<file path="src/rtl/sndTimerPkg.sv">
package sndTimerPkg;
  localparam int NTMR = 3;
  localparam logic [7:0] ADDR_CTRL = 8'hF1;
  localparam logic [7:0] ADDR_TGT0 = 8'hFA;
  localparam logic [7:0] ADDR_CNT0 = 8'hFD;
  localparam logic [7:0] CTRL_RST  = 8'h80;
  localparam int BIT_CLR_LO = 4;
  localparam int BIT_CLR_HI = 5;
  localparam int BIT_ROM    = 7;

  typedef struct packed {
    logic [NTMR-1:0] start;
    logic [NTMR-1:0] run;
    logic [NTMR-1:0] tgtWe;
    logic [NTMR-1:0] cntRd;
    logic [7:0]      wrByte;
  } tmrCtl_t;
endpackage

</file>
<file path="src/rtl/sndTimerCtrl.sv">
module sndTimerCtrl
  import sndTimerPkg::*;
(
  input  logic       clk,
  input  logic       rstN,
  input  logic       wrEn,
  input  logic       rdEn,
  input  logic [7:0] addr,
  input  logic [7:0] wrData,
  output tmrCtl_t    ctl,
  output logic [7:0] ctrlByte,
  output logic       clrPortsLo,
  output logic       clrPortsHi,
  output logic       romOverlay
);
  logic [7:0] ctrlQ;
  logic       wrCtl;
  logic       clrLoQ, clrHiQ;

  assign wrCtl = wrEn && (addr == ADDR_CTRL);

  always_ff @(posedge clk) begin
    if (!rstN) begin
      ctrlQ  <= CTRL_RST;
      clrLoQ <= 1'b0;
      clrHiQ <= 1'b0;
    end else begin
      clrLoQ <= wrCtl && wrData[BIT_CLR_LO];
      clrHiQ <= wrCtl && wrData[BIT_CLR_HI];
      if (wrCtl) ctrlQ <= wrData;
    end
  end

  for (genvar i = 0; i < NTMR; i++) begin : g_dec
    assign ctl.start[i] = wrCtl && wrData[i] && !ctrlQ[i];
    assign ctl.run[i]   = ctrlQ[i];
    assign ctl.tgtWe[i] = wrEn && (addr == 8'(ADDR_TGT0 + i));
    assign ctl.cntRd[i] = rdEn && (addr == 8'(ADDR_CNT0 + i));
  end
  assign ctl.wrByte = wrData;

  assign ctrlByte   = ctrlQ;
  assign clrPortsLo = clrLoQ;
  assign clrPortsHi = clrHiQ;
  assign romOverlay = ctrlQ[BIT_ROM];

  AST_CLR_LO_PULSE: assert property (@(posedge clk) disable iff (!rstN)
    clrPortsLo |-> $past(wrCtl && wrData[BIT_CLR_LO]));
  AST_CLR_HI_PULSE: assert property (@(posedge clk) disable iff (!rstN)
    clrPortsHi |-> $past(wrCtl && wrData[BIT_CLR_HI]));
  AST_ROM_FOLLOWS: assert property (@(posedge clk) disable iff (!rstN)
    wrCtl |=> (romOverlay == $past(wrData[BIT_ROM])));
endmodule

</file>
<file path="src/rtl/sndTimerDp.sv">
module sndTimerDp
  import sndTimerPkg::*;
#(
  parameter int          CNT_W     = 4,
  parameter logic [NTMR-1:0] FAST_MASK = 3'b100
) (
  input  logic       clk,
  input  logic       rstN,
  input  tmrCtl_t    ctl,
  input  logic       tickSlow,
  input  logic       tickFast,
  input  logic       rdEn,
  input  logic [7:0] addr,
  input  logic [7:0] ctrlByte,
  output logic [7:0] rdData
);
  logic [7:0]       tgtQ   [NTMR];
  logic [7:0]       innerQ [NTMR];
  logic [CNT_W-1:0] outQ   [NTMR];
  logic [NTMR-1:0]  hit;
  logic [NTMR-1:0]  tick;

  for (genvar i = 0; i < NTMR; i++) begin : g_tmr
    logic [8:0] nextInner;
    logic [8:0] effTgt;

    if (FAST_MASK[i]) begin : g_fast
      assign tick[i] = tickFast;
    end else begin : g_slow
      assign tick[i] = tickSlow;
    end

    assign nextInner = {1'b0, innerQ[i]} + 9'd1;
    assign effTgt    = {tgtQ[i] == 8'd0, tgtQ[i]};
    assign hit[i]    = ctl.run[i] && tick[i] && (nextInner == effTgt);

    always_ff @(posedge clk) begin
      if (!rstN) begin
        tgtQ[i]   <= 8'd0;
        innerQ[i] <= 8'd0;
        outQ[i]   <= '0;
      end else begin
        if (ctl.tgtWe[i]) tgtQ[i] <= ctl.wrByte;
        if (ctl.start[i]) begin
          innerQ[i] <= 8'd0;
          outQ[i]   <= '0;
        end else begin
          if (ctl.run[i] && tick[i])
            innerQ[i] <= hit[i] ? 8'd0 : nextInner[7:0];
          if (ctl.cntRd[i])
            outQ[i] <= hit[i] ? CNT_W'(1) : '0;
          else if (hit[i])
            outQ[i] <= outQ[i] + CNT_W'(1);
        end
      end
    end

    AST_START_CLEARS: assert property (@(posedge clk) disable iff (!rstN)
      ctl.start[i] |=> (outQ[i] == '0));
    AST_IDLE_HOLD: assert property (@(posedge clk) disable iff (!rstN)
      (!ctl.run[i] && !ctl.start[i] && !ctl.cntRd[i]) |=> $stable(outQ[i]));
    AST_RD_CLEAR: assert property (@(posedge clk) disable iff (!rstN)
      (ctl.cntRd[i] && !hit[i] && !ctl.start[i]) |=> (outQ[i] == '0));
  end

  always_comb begin
    rdData = 8'h00;
    if (rdEn) begin
      if (addr == ADDR_CTRL) rdData = ctrlByte;
      for (int k = 0; k < NTMR; k++)
        if (addr == 8'(ADDR_CNT0 + k)) rdData = 8'(outQ[k]);
    end
  end
endmodule

</file>
<file path="src/rtl/sndTimerCtl.sv">
module sndTimerCtl
  import sndTimerPkg::*;
(
  input  logic       clk,
  input  logic       rstN,
  input  logic       wrEn,
  input  logic       rdEn,
  input  logic [7:0] addr,
  input  logic [7:0] wrData,
  output logic [7:0] rdData,
  input  logic       tickSlow,
  input  logic       tickFast,
  output logic       clrPortsLo,
  output logic       clrPortsHi,
  output logic       romOverlay
);
  tmrCtl_t    ctl;
  logic [7:0] ctrlByte;

  sndTimerCtrl u_ctrl (
    .clk(clk), .rstN(rstN), .wrEn(wrEn), .rdEn(rdEn), .addr(addr),
    .wrData(wrData), .ctl(ctl), .ctrlByte(ctrlByte),
    .clrPortsLo(clrPortsLo), .clrPortsHi(clrPortsHi), .romOverlay(romOverlay)
  );

  sndTimerDp #(.CNT_W(4), .FAST_MASK(3'b100)) u_dp (
    .clk(clk), .rstN(rstN), .ctl(ctl), .tickSlow(tickSlow),
    .tickFast(tickFast), .rdEn(rdEn), .addr(addr),
    .ctrlByte(ctrlByte), .rdData(rdData)
  );
endmodule

</file>
<file path="config.mk">
export PLATFORM = sky130hd
export DESIGN_NAME = sndTimerCtl
export DESIGN_NICKNAME = d
export VERILOG_FILES = /design/src/rtl/sndTimerPkg.sv /design/src/rtl/sndTimerCtrl.sv /design/src/rtl/sndTimerDp.sv /design/src/rtl/sndTimerCtl.sv
export SDC_FILE = /design/constraint.sdc
export NUM_CORES = 1
export LEC_CHECK = 0
export BUFFER_PORTS_ARGS = -buffer_cell sky130_fd_sc_hd__buf_2
export CORE_AREA = 2 2 82 103
export CTS_CLUSTER_SIZE = 28
export DETAILED_ROUTE_END_ITERATION = 8
export DIE_AREA = 0 0 84 105
export PLACE_DENSITY_LB_ADDON = 0.15
export SYNTH_ARGS = -nofsm -noshare
export SYNTH_HDL_FRONTEND = slang
export SYNTH_SLANG_ARGS = --single-unit
</file>
<file path="constraint.sdc">
create_clock -name clk -period 2.5 [get_ports clk]
set_input_delay 0.375 -clock clk [delete_from_list [all_inputs] [get_ports clk]]
set_output_delay 0.375 -clock clk [all_outputs]
set_load 0.005 [all_outputs]
</file>
==> run_results.csv, run 1 <==
group,metric,value,unit
logic_synthesis,yosys_register_bits,70,
routing,ant_nets,0,
clocking,cts_root_buf,"sky130_fd_sc_hd__clkbuf_8",
logic_synthesis,most_instantiated_library_cell_after_synthesis,"sky130_fd_sc_hd__edfxtp_1",
sta,finClkSkew,10.9,ps
sta,transition_time_of_the_tightest_slew_check_pin,623,ps
setup_path,critPathLaunch,"u_dp.innerQ[0][0]",
logic_synthesis,synth_top_cells_by_area,"sky130_fd_sc_hd__edfxtp_1, sky130_fd_sc_hd__dfxtp_1, sky130_fd_sc_hd__xnor2_1",
logic_synthesis,ys_top_cells_by_count,"sky130_fd_sc_hd__edfxtp_1, sky130_fd_sc_hd__nand2_1, sky130_fd_sc_hd__nor2_1",
clocking,postCtsResizedCells,0,
routing,wl_per_cell,17.3,um
floorplanning,die_w,84,um
layout,end_of_flow_core_utilization,61.4,%
placement,placer_congestion,0.905,
setup_path,worst_r2r_endpoint,"u_dp.outQ[0][2]",
routing,detailedRoute.firstIterationViolations,221,
global_route,antenna_found_initial,0,
logic_synthesis,synth_top_cell_by_area,"sky130_fd_sc_hd__edfxtp_1",
logic_synthesis,ys_dominant_reg_cell,"sky130_fd_sc_hd__edfxtp_1",
routing,route.detailed.drc,0,
setup_path,critPathSlowestCell,"sky130_fd_sc_hd__or4_1",
layout,antenna_cells,0,
pwr,design_power_total,2.47,mW
clocking,worstSkewPairLatency,340,ps
routing,drt_pre_antenna_iters,5,
clocking,htree_levels,3,
sta,layout_worst_path_cycle_share,94.3,%
setup_path,crit_path_end_kind,"register",
global_route,grt_usage,22.2,%
setup_path,startpoint_type,"register",
layout,flow.area_growth_from_synthesis,15.9,%
floorplanning,initial_core_util,52.9,%
global_route,globalRouteMet1Util,29.1,%
floorplanning,std_cell_rows,36,
floorplanning,floorplan.die.height,105,um
global_route,global_route.usage.met2,37.5,%
placement,placement.io_buffers,32,
layout,regArea,2000,um^2
setup_path,cp_cell_sequence,"ha_1 -> xor2_1 -> or4_1 -> nor3_2 -> nand3_2 -> o21ai_2",
routing,detailroute.via_count,3197,
sta,final_hold_viol_count,0,
setup_path,critical_path_arrival,2380,ps
sta,finalSetupTns,0,ps
setup_path,path_class,"reg -> reg",
setup_path,timing.critical_path.max_delay_family,"simple AND/OR/NAND/NOR gates",
logic_synthesis,async_reset_ff_share,0,%
layout,footprint_of_the_multi_input_gates,2080,um^2
clocking,clk_transition_reported_paths,80,ps
logic_synthesis,combined_area_of_all_synthesized_cells,4130,um^2
setup_path,critical_path.n_buffers_inverters,0,
logic_synthesis,synth.lib_cells_used.distinct,53,
clocking,numCtsBuffers,9,
logic_synthesis,synth-edff-count,60,
min_path,hold_path.class,"in -> reg",
logic_synthesis,synth_top_area_share,43.7,%
routing,drt-total-wl,9440,um
setup_path,reg2reg_slack,140,ps
layout,fillers,661,
logic_synthesis,syn_area_per_cell,10.7,um^2
logic_synthesis,synth.yosys.seq_area_share,48.5,%
clocking,post-cts-setup-buffers,0,
floorplanning,design.core.area,7790,um^2
setup_path,cp_num_cells,6,
clocking,cts_sinks,70,
global_route,vias_in_the_first_global_route,3134,
clocking,cts_max_path_buffers,2,
clocking,cts_hold_buf,0,
setup_path,worstReg2RegStart,"u_dp.innerQ[0][0]",
floorplanning,die_area,8820,um^2
clocking,tritoncts,"done",
sta,timing.slew.headroom,58.4,%
sta,setup_violations,0,
sta,grt_setup_unrepaired,"false",
pwr,ir_worst_vdd,0.411,mV
routing,route.detailed.vias_per_inst,5.87,
global_route,grt-busiest-layer,"met2",
run,max_cap_viol_count,0,
global_route,global_route_wire_length_before_repair,15600,um
sta,max_freq,424,MHz
status,outcome,"completed",
layout,final_layout_size_suffix_gt1_share,19.6,%
setup_path,worst-r2r-cell-count,6,
logic_synthesis,postSynthNetCount,414,
placement,post_dp_cell_area,4570,um^2
pwr,leakage,1.77,nW
sta,timing.final.max_slew_violations,0,
setup_path,timing.critical_path.slowest_cell_delay,530,ps
setup_path,critical_path.endpoint,"u_dp.outQ[0][2]",
placement,detailed_place_hpwl,7240,um
floorplanning,io_pins,33,
setup_path,crit_fanout,4,
global_route,grt_max_degree,15,
global_route,gr-usage-met3,3.00,%
pwr,pwr_density_cell,517,nW/um^2
logic_synthesis,ys.warnings.count,0,
layout,fin_area,4780,um^2
logic_synthesis,synthesis.instances,386,
global_route,grt-ovfl-total,0,
setup_path,critPathRequiredTime,2530,ps
sta,period_minus_slack,2360,ps
layout,total_nets_final,473,
==> report_power, final <==
group	internal [mW]	switching (mW)
Combinational	0.102	0.127
Clock	0.464	0.434
Sequential	1.31	0.0425
==> per-stage QoR <==
stage / hold WS [ps] / std cells / worst slack, ps
after floorplan: 452 / 386 / 89.6
after detailed placement: 481 / 529 / 28.4
after CTS: 300 / 545 / 3.09
after global placement: 475 / 529 / 124
after global routing: 322 / 545 / 4.03
final: 316 / 545 / 143
==> worst min path at each step <==
stage | from | to | slack, ps | cells past startpoint
2_1_floorplan | u_ctrl.ctrlByte[4] | u_ctrl.ctrlByte[4] | 450 | 2
3_3_place_gp | u_ctrl.ctrlByte[7] | u_ctrl.ctrlByte[7] | 480 | 2
3_5_place_dp | u_ctrl.ctrlByte[7] | u_ctrl.ctrlByte[7] | 480 | 2
4_1_cts | wrData[4] | u_ctrl.ctrlByte[4] | 300 | 3
5_1_grt | rstN | u_ctrl.ctrlByte[7] | 320 | 2
6_report | wrData[4] | u_ctrl.ctrlByte[4] | 320 | 3
==> metal layers <==
layer	wire length [um]	vias to the layer above	share of wire, %
met3	445	10	4.7
met2	4680	87	50
li1	-	1568	-
met5	0	-	0
met4	118	0	1.2
met1	4200	1532	44
==> registers in the layout (all words and copies together) (netlist names) <==
| signal | flops |
|---|---|
| u_ctrl.clrPortsHi | 1 |
| u_ctrl.clrPortsLo | 1 |
| u_ctrl.ctrlByte | 8 |
| u_dp.innerQ | 24 |
| u_dp.outQ | 12 |
| u_dp.tgtQ | 24 |
==> tightest hold or removal path, cell delays in order <==
cell and delay (ps):
sky130_fd_sc_hd__buf_2 100, sky130_fd_sc_hd__mux2i_1 70, sky130_fd_sc_hd__nor2_1 80
==> logic make-up (layout without fill, tap and decap cells) <==
family	after synthesis	after routing	share of synthesized area [%]
XOR/XNOR	50	50	13.0
buffers and inverters	17	81	1.64
flip-flops	70	70	48.5
AO/OA/AOI/OAI	60	60	10.8
adder cells (fa/ha/maj)	6	6	1.82
multiplexers	8	8	1.94
AND/OR/NAND/NOR	175	175	22.4
==> layout by cell type (no fill, tap or decap), types with 3 or more instances in the layout <==
cell type / instances
sky130_fd_sc_hd__a211oi_1: 18
sky130_fd_sc_hd__a21boi_0: 5
sky130_fd_sc_hd__a21oi_1: 9
sky130_fd_sc_hd__a221oi_1: 3
sky130_fd_sc_hd__a222oi_1: 3
sky130_fd_sc_hd__and2_1: 22
sky130_fd_sc_hd__and3_1: 8
sky130_fd_sc_hd__and4_1: 3
sky130_fd_sc_hd__buf_2: 32
sky130_fd_sc_hd__buf_4: 28
sky130_fd_sc_hd__clkbuf_8: 9
sky130_fd_sc_hd__dfxtp_1: 10
sky130_fd_sc_hd__edfxtp_1: 60
sky130_fd_sc_hd__ha_1: 6
sky130_fd_sc_hd__inv_1: 4
sky130_fd_sc_hd__mux2i_1: 8
sky130_fd_sc_hd__nand2_1: 43
sky130_fd_sc_hd__nand3_1: 19
sky130_fd_sc_hd__nand4_1: 3
sky130_fd_sc_hd__nor2_1: 23
sky130_fd_sc_hd__nor2b_1: 6
sky130_fd_sc_hd__nor3_1: 17
sky130_fd_sc_hd__nor3b_1: 3
sky130_fd_sc_hd__nor4_1: 7
sky130_fd_sc_hd__o21ai_0: 3
sky130_fd_sc_hd__or2_2: 3
sky130_fd_sc_hd__xnor2_1: 22
sky130_fd_sc_hd__xnor3_1: 7
sky130_fd_sc_hd__xor2_1: 21
==> area by class of cell <==
class	count	share of cell area [%]
clock inverters	5	1.26
multi-input cells	299	43.5
clock buffers	11	2.75
flip-flops and latches	70	41.9
repair buffers	60	7.74
well taps	95	2.49
inverters	5	0.392
No activity file was read; power rests on OpenSTA's default activity.
==> inputs of run 2 (changes only) <==
- CTS_BUF_LIST: default -> sky130_fd_sc_hd__clkbuf_16
==> run 2 against run 1 <==
Effect of this change:
- highest routed layer unchanged
- worst setup slack gained 24 ps
- die area is the same
- global-route usage grew 0.26 points
- critical path depth is the same
==> run_results.csv, run 2 (synthesized netlist as in run 1, its figures left out) <==
group,metric,value,unit
placement,placer_congestion,0.905,
sta,finClkSkew,10.7,ps
global_route,vias_in_the_first_global_route,3123,
layout,layout_top_registers,"u_dp.innerQ: 24 flops, u_dp.tgtQ: 24 flops, u_dp.outQ: 12 flops",
setup_path,worst-r2r-cell-count,6,
layout,leading_cell_types_in_the_layout_fill_and_taps_excluded,"sky130_fd_sc_hd__edfxtp_1, sky130_fd_sc_hd__nand2_1, sky130_fd_sc_hd__buf_2",
setup_path,path_class,"reg -> reg",
layout,footprint_of_the_multi_input_gates,2080,um^2
setup_path,critical_path_arrival,2350,ps
sta,period_minus_slack,2330,ps
layout,final_common_cell,"sky130_fd_sc_hd__edfxtp_1",
setup_path,crit_fanout,4,
global_route,grt-ovfl-total,0,
routing,route.detailed.drc,0,
sta,layout_worst_path_cycle_share,93.3,%
sta,setup_violations,0,
global_route,grt_usage,22.4,%
layout,flow.area_growth_from_synthesis,18.4,%
setup_path,crit_path_end_kind,"register",
sta,final_hold_viol_count,0,
clocking,worstSkewPairLatency,330,ps
layout,end_of_flow_core_utilization,62.7,%
placement,pre_cts_slack,28.4,ps
sta,timing.final.max_slew_violations,0,
sta,timing.slew.headroom,58.6,%
layout,total_nets_final,473,
clocking,numCtsBuffers,9,
clocking,htree_levels,3,
routing,route.detailed.vias_per_inst,5.85,
routing,wl_per_cell,17.5,um
sta,finalSetupTns,0,ps
setup_path,startpoint_type,"register",
clocking,cts_sinks,70,
floorplanning,design.core.area,7790,um^2
sta,grt_setup_unrepaired,"false",
floorplanning,floorplan.die.height,105,um
global_route,antenna_found_initial,0,
floorplanning,std_cell_rows,36,
floorplanning,io_pins,33,
layout,antenna_cells,0,
setup_path,critPathRequiredTime,2510,ps
layout,regArea,2000,um^2
min_path,hold_depth,3,
routing,drt-total-wl,9550,um
global_route,grt_max_degree,15,
routing,detailroute.via_count,3187,
pwr,leakage,1.82,nW
routing,ant_nets,0,
clocking,clk_transition_reported_paths,60,ps
clocking,cts_root_buf,"sky130_fd_sc_hd__clkbuf_16",
placement,detailed_place_hpwl,7240,um
placement,placement.io_buffers,32,
global_route,global_route_wire_length_before_repair,15700,um
sta,final_critical_path_setup_slack,167,ps
floorplanning,initial_core_util,52.9,%
status,outcome,"completed",
floorplanning,die_w,84,um
pwr,pwr_density_cell,577,nW/um^2
routing,drt_pre_antenna_iters,5,
sta,transition_time_of_the_tightest_slew_check_pin,621,ps
layout,fillers,636,
run,max_cap_viol_count,0,
floorplanning,die_area,8820,um^2
routing,detailedRoute.firstIterationViolations,181,
layout,final_layout_size_suffix_gt1_share,19.6,%
sta,max_freq,429,MHz
clocking,cts_hold_buf,0,
clocking,cts_max_path_buffers,2,
clocking,tritoncts,"done",
pwr,ir_worst_vdd,0.510,mV
min_path,hold_path.class,"in -> reg",
## run 2: cell count changes in the layout (fill, tap and decap cells not counted)
| cell | before | now |
|---|---|---|
| sky130_fd_sc_hd__clkbuf_16 | 0 | 9 |
| sky130_fd_sc_hd__o21ai_1 | 1 | 0 |
| sky130_fd_sc_hd__inv_1 | 4 | 6 |
| sky130_fd_sc_hd__clkbuf_8 | 9 | 0 |
| sky130_fd_sc_hd__clkbuf_1 | 2 | 0 |
| sky130_fd_sc_hd__o21ai_0 | 3 | 4 |
## run 2: critical path, cell delays in order (launching register included)
cell and delay (ps):
sky130_fd_sc_hd__edfxtp_1 400, sky130_fd_sc_hd__ha_1 330, sky130_fd_sc_hd__xor2_1 160, sky130_fd_sc_hd__or4_1 530, sky130_fd_sc_hd__nor3_2 190, sky130_fd_sc_hd__nand3_2 160, sky130_fd_sc_hd__o21ai_2 240
## run 2: routing by layer
layer,part of all wire (%),wire [um],global-route usage [%],vias to the layer above
met5,0,0,0,-
met4,1.0,99,7.72,0
met3,4.1,388,3.24,8
met2,50,4770,38.1,83
met1,45,4290,29.2,1526
li1,-,-,-,1570
## run 2: power by group
group | internal (mW) | switching, mW
Sequential | 1.31 | 0.0429
Combinational | 0.102 | 0.127
Clock | 0.766 | 0.471
Total | 2.18 | 0.641
## run 2: cell type report
| class | count | area share, % |
|---|---|---|
| timing repair buffer | 60 | 7.58 |
| clock buffer | 9 | 4.61 |
| multi-input combinational | 299 | 42.6 |
| tap | 95 | 2.43 |
| sequential | 70 | 41.0 |
| inverter | 5 | 0.384 |
| clock inverter | 7 | 1.38 |
## run 2: through the flow
step | std cells | hold slack [ps] | total power [mW] | cell area, um^2
finish | 545 | 328 | 2.82 | 4880
global route | 545 | 340 | 2.90 | 4880
CTS | 545 | 323 | 2.83 | 4860
detailed placement | 529 | 481 | 1.60 | 4570
global placement | 529 | 475 | 1.59 | 4570
floorplan | 386 | 452 | 1.50 | 4130
## run 2: path summary, 6_finish.rpt
kind	from	slack, ps	to
setup / recovery	u_dp.innerQ[0][0]	170	u_dp.outQ[0][2]
hold / removal	wrData[4]	330	u_ctrl.ctrlByte[4]
setup reg to reg	u_dp.innerQ[0][0]	170	u_dp.outQ[0][2]
hold reg to reg	u_ctrl.ctrlByte[7]	500	u_ctrl.ctrlByte[7]
## run 2: repair_timing
| action | 4_1_cts | 5_1_grt |
|---|---|---|
| buffers inserted | 0 | 0 |
| setup endpoints to repair | 0 | 13 |
| resized for setup | 0 | 6 |
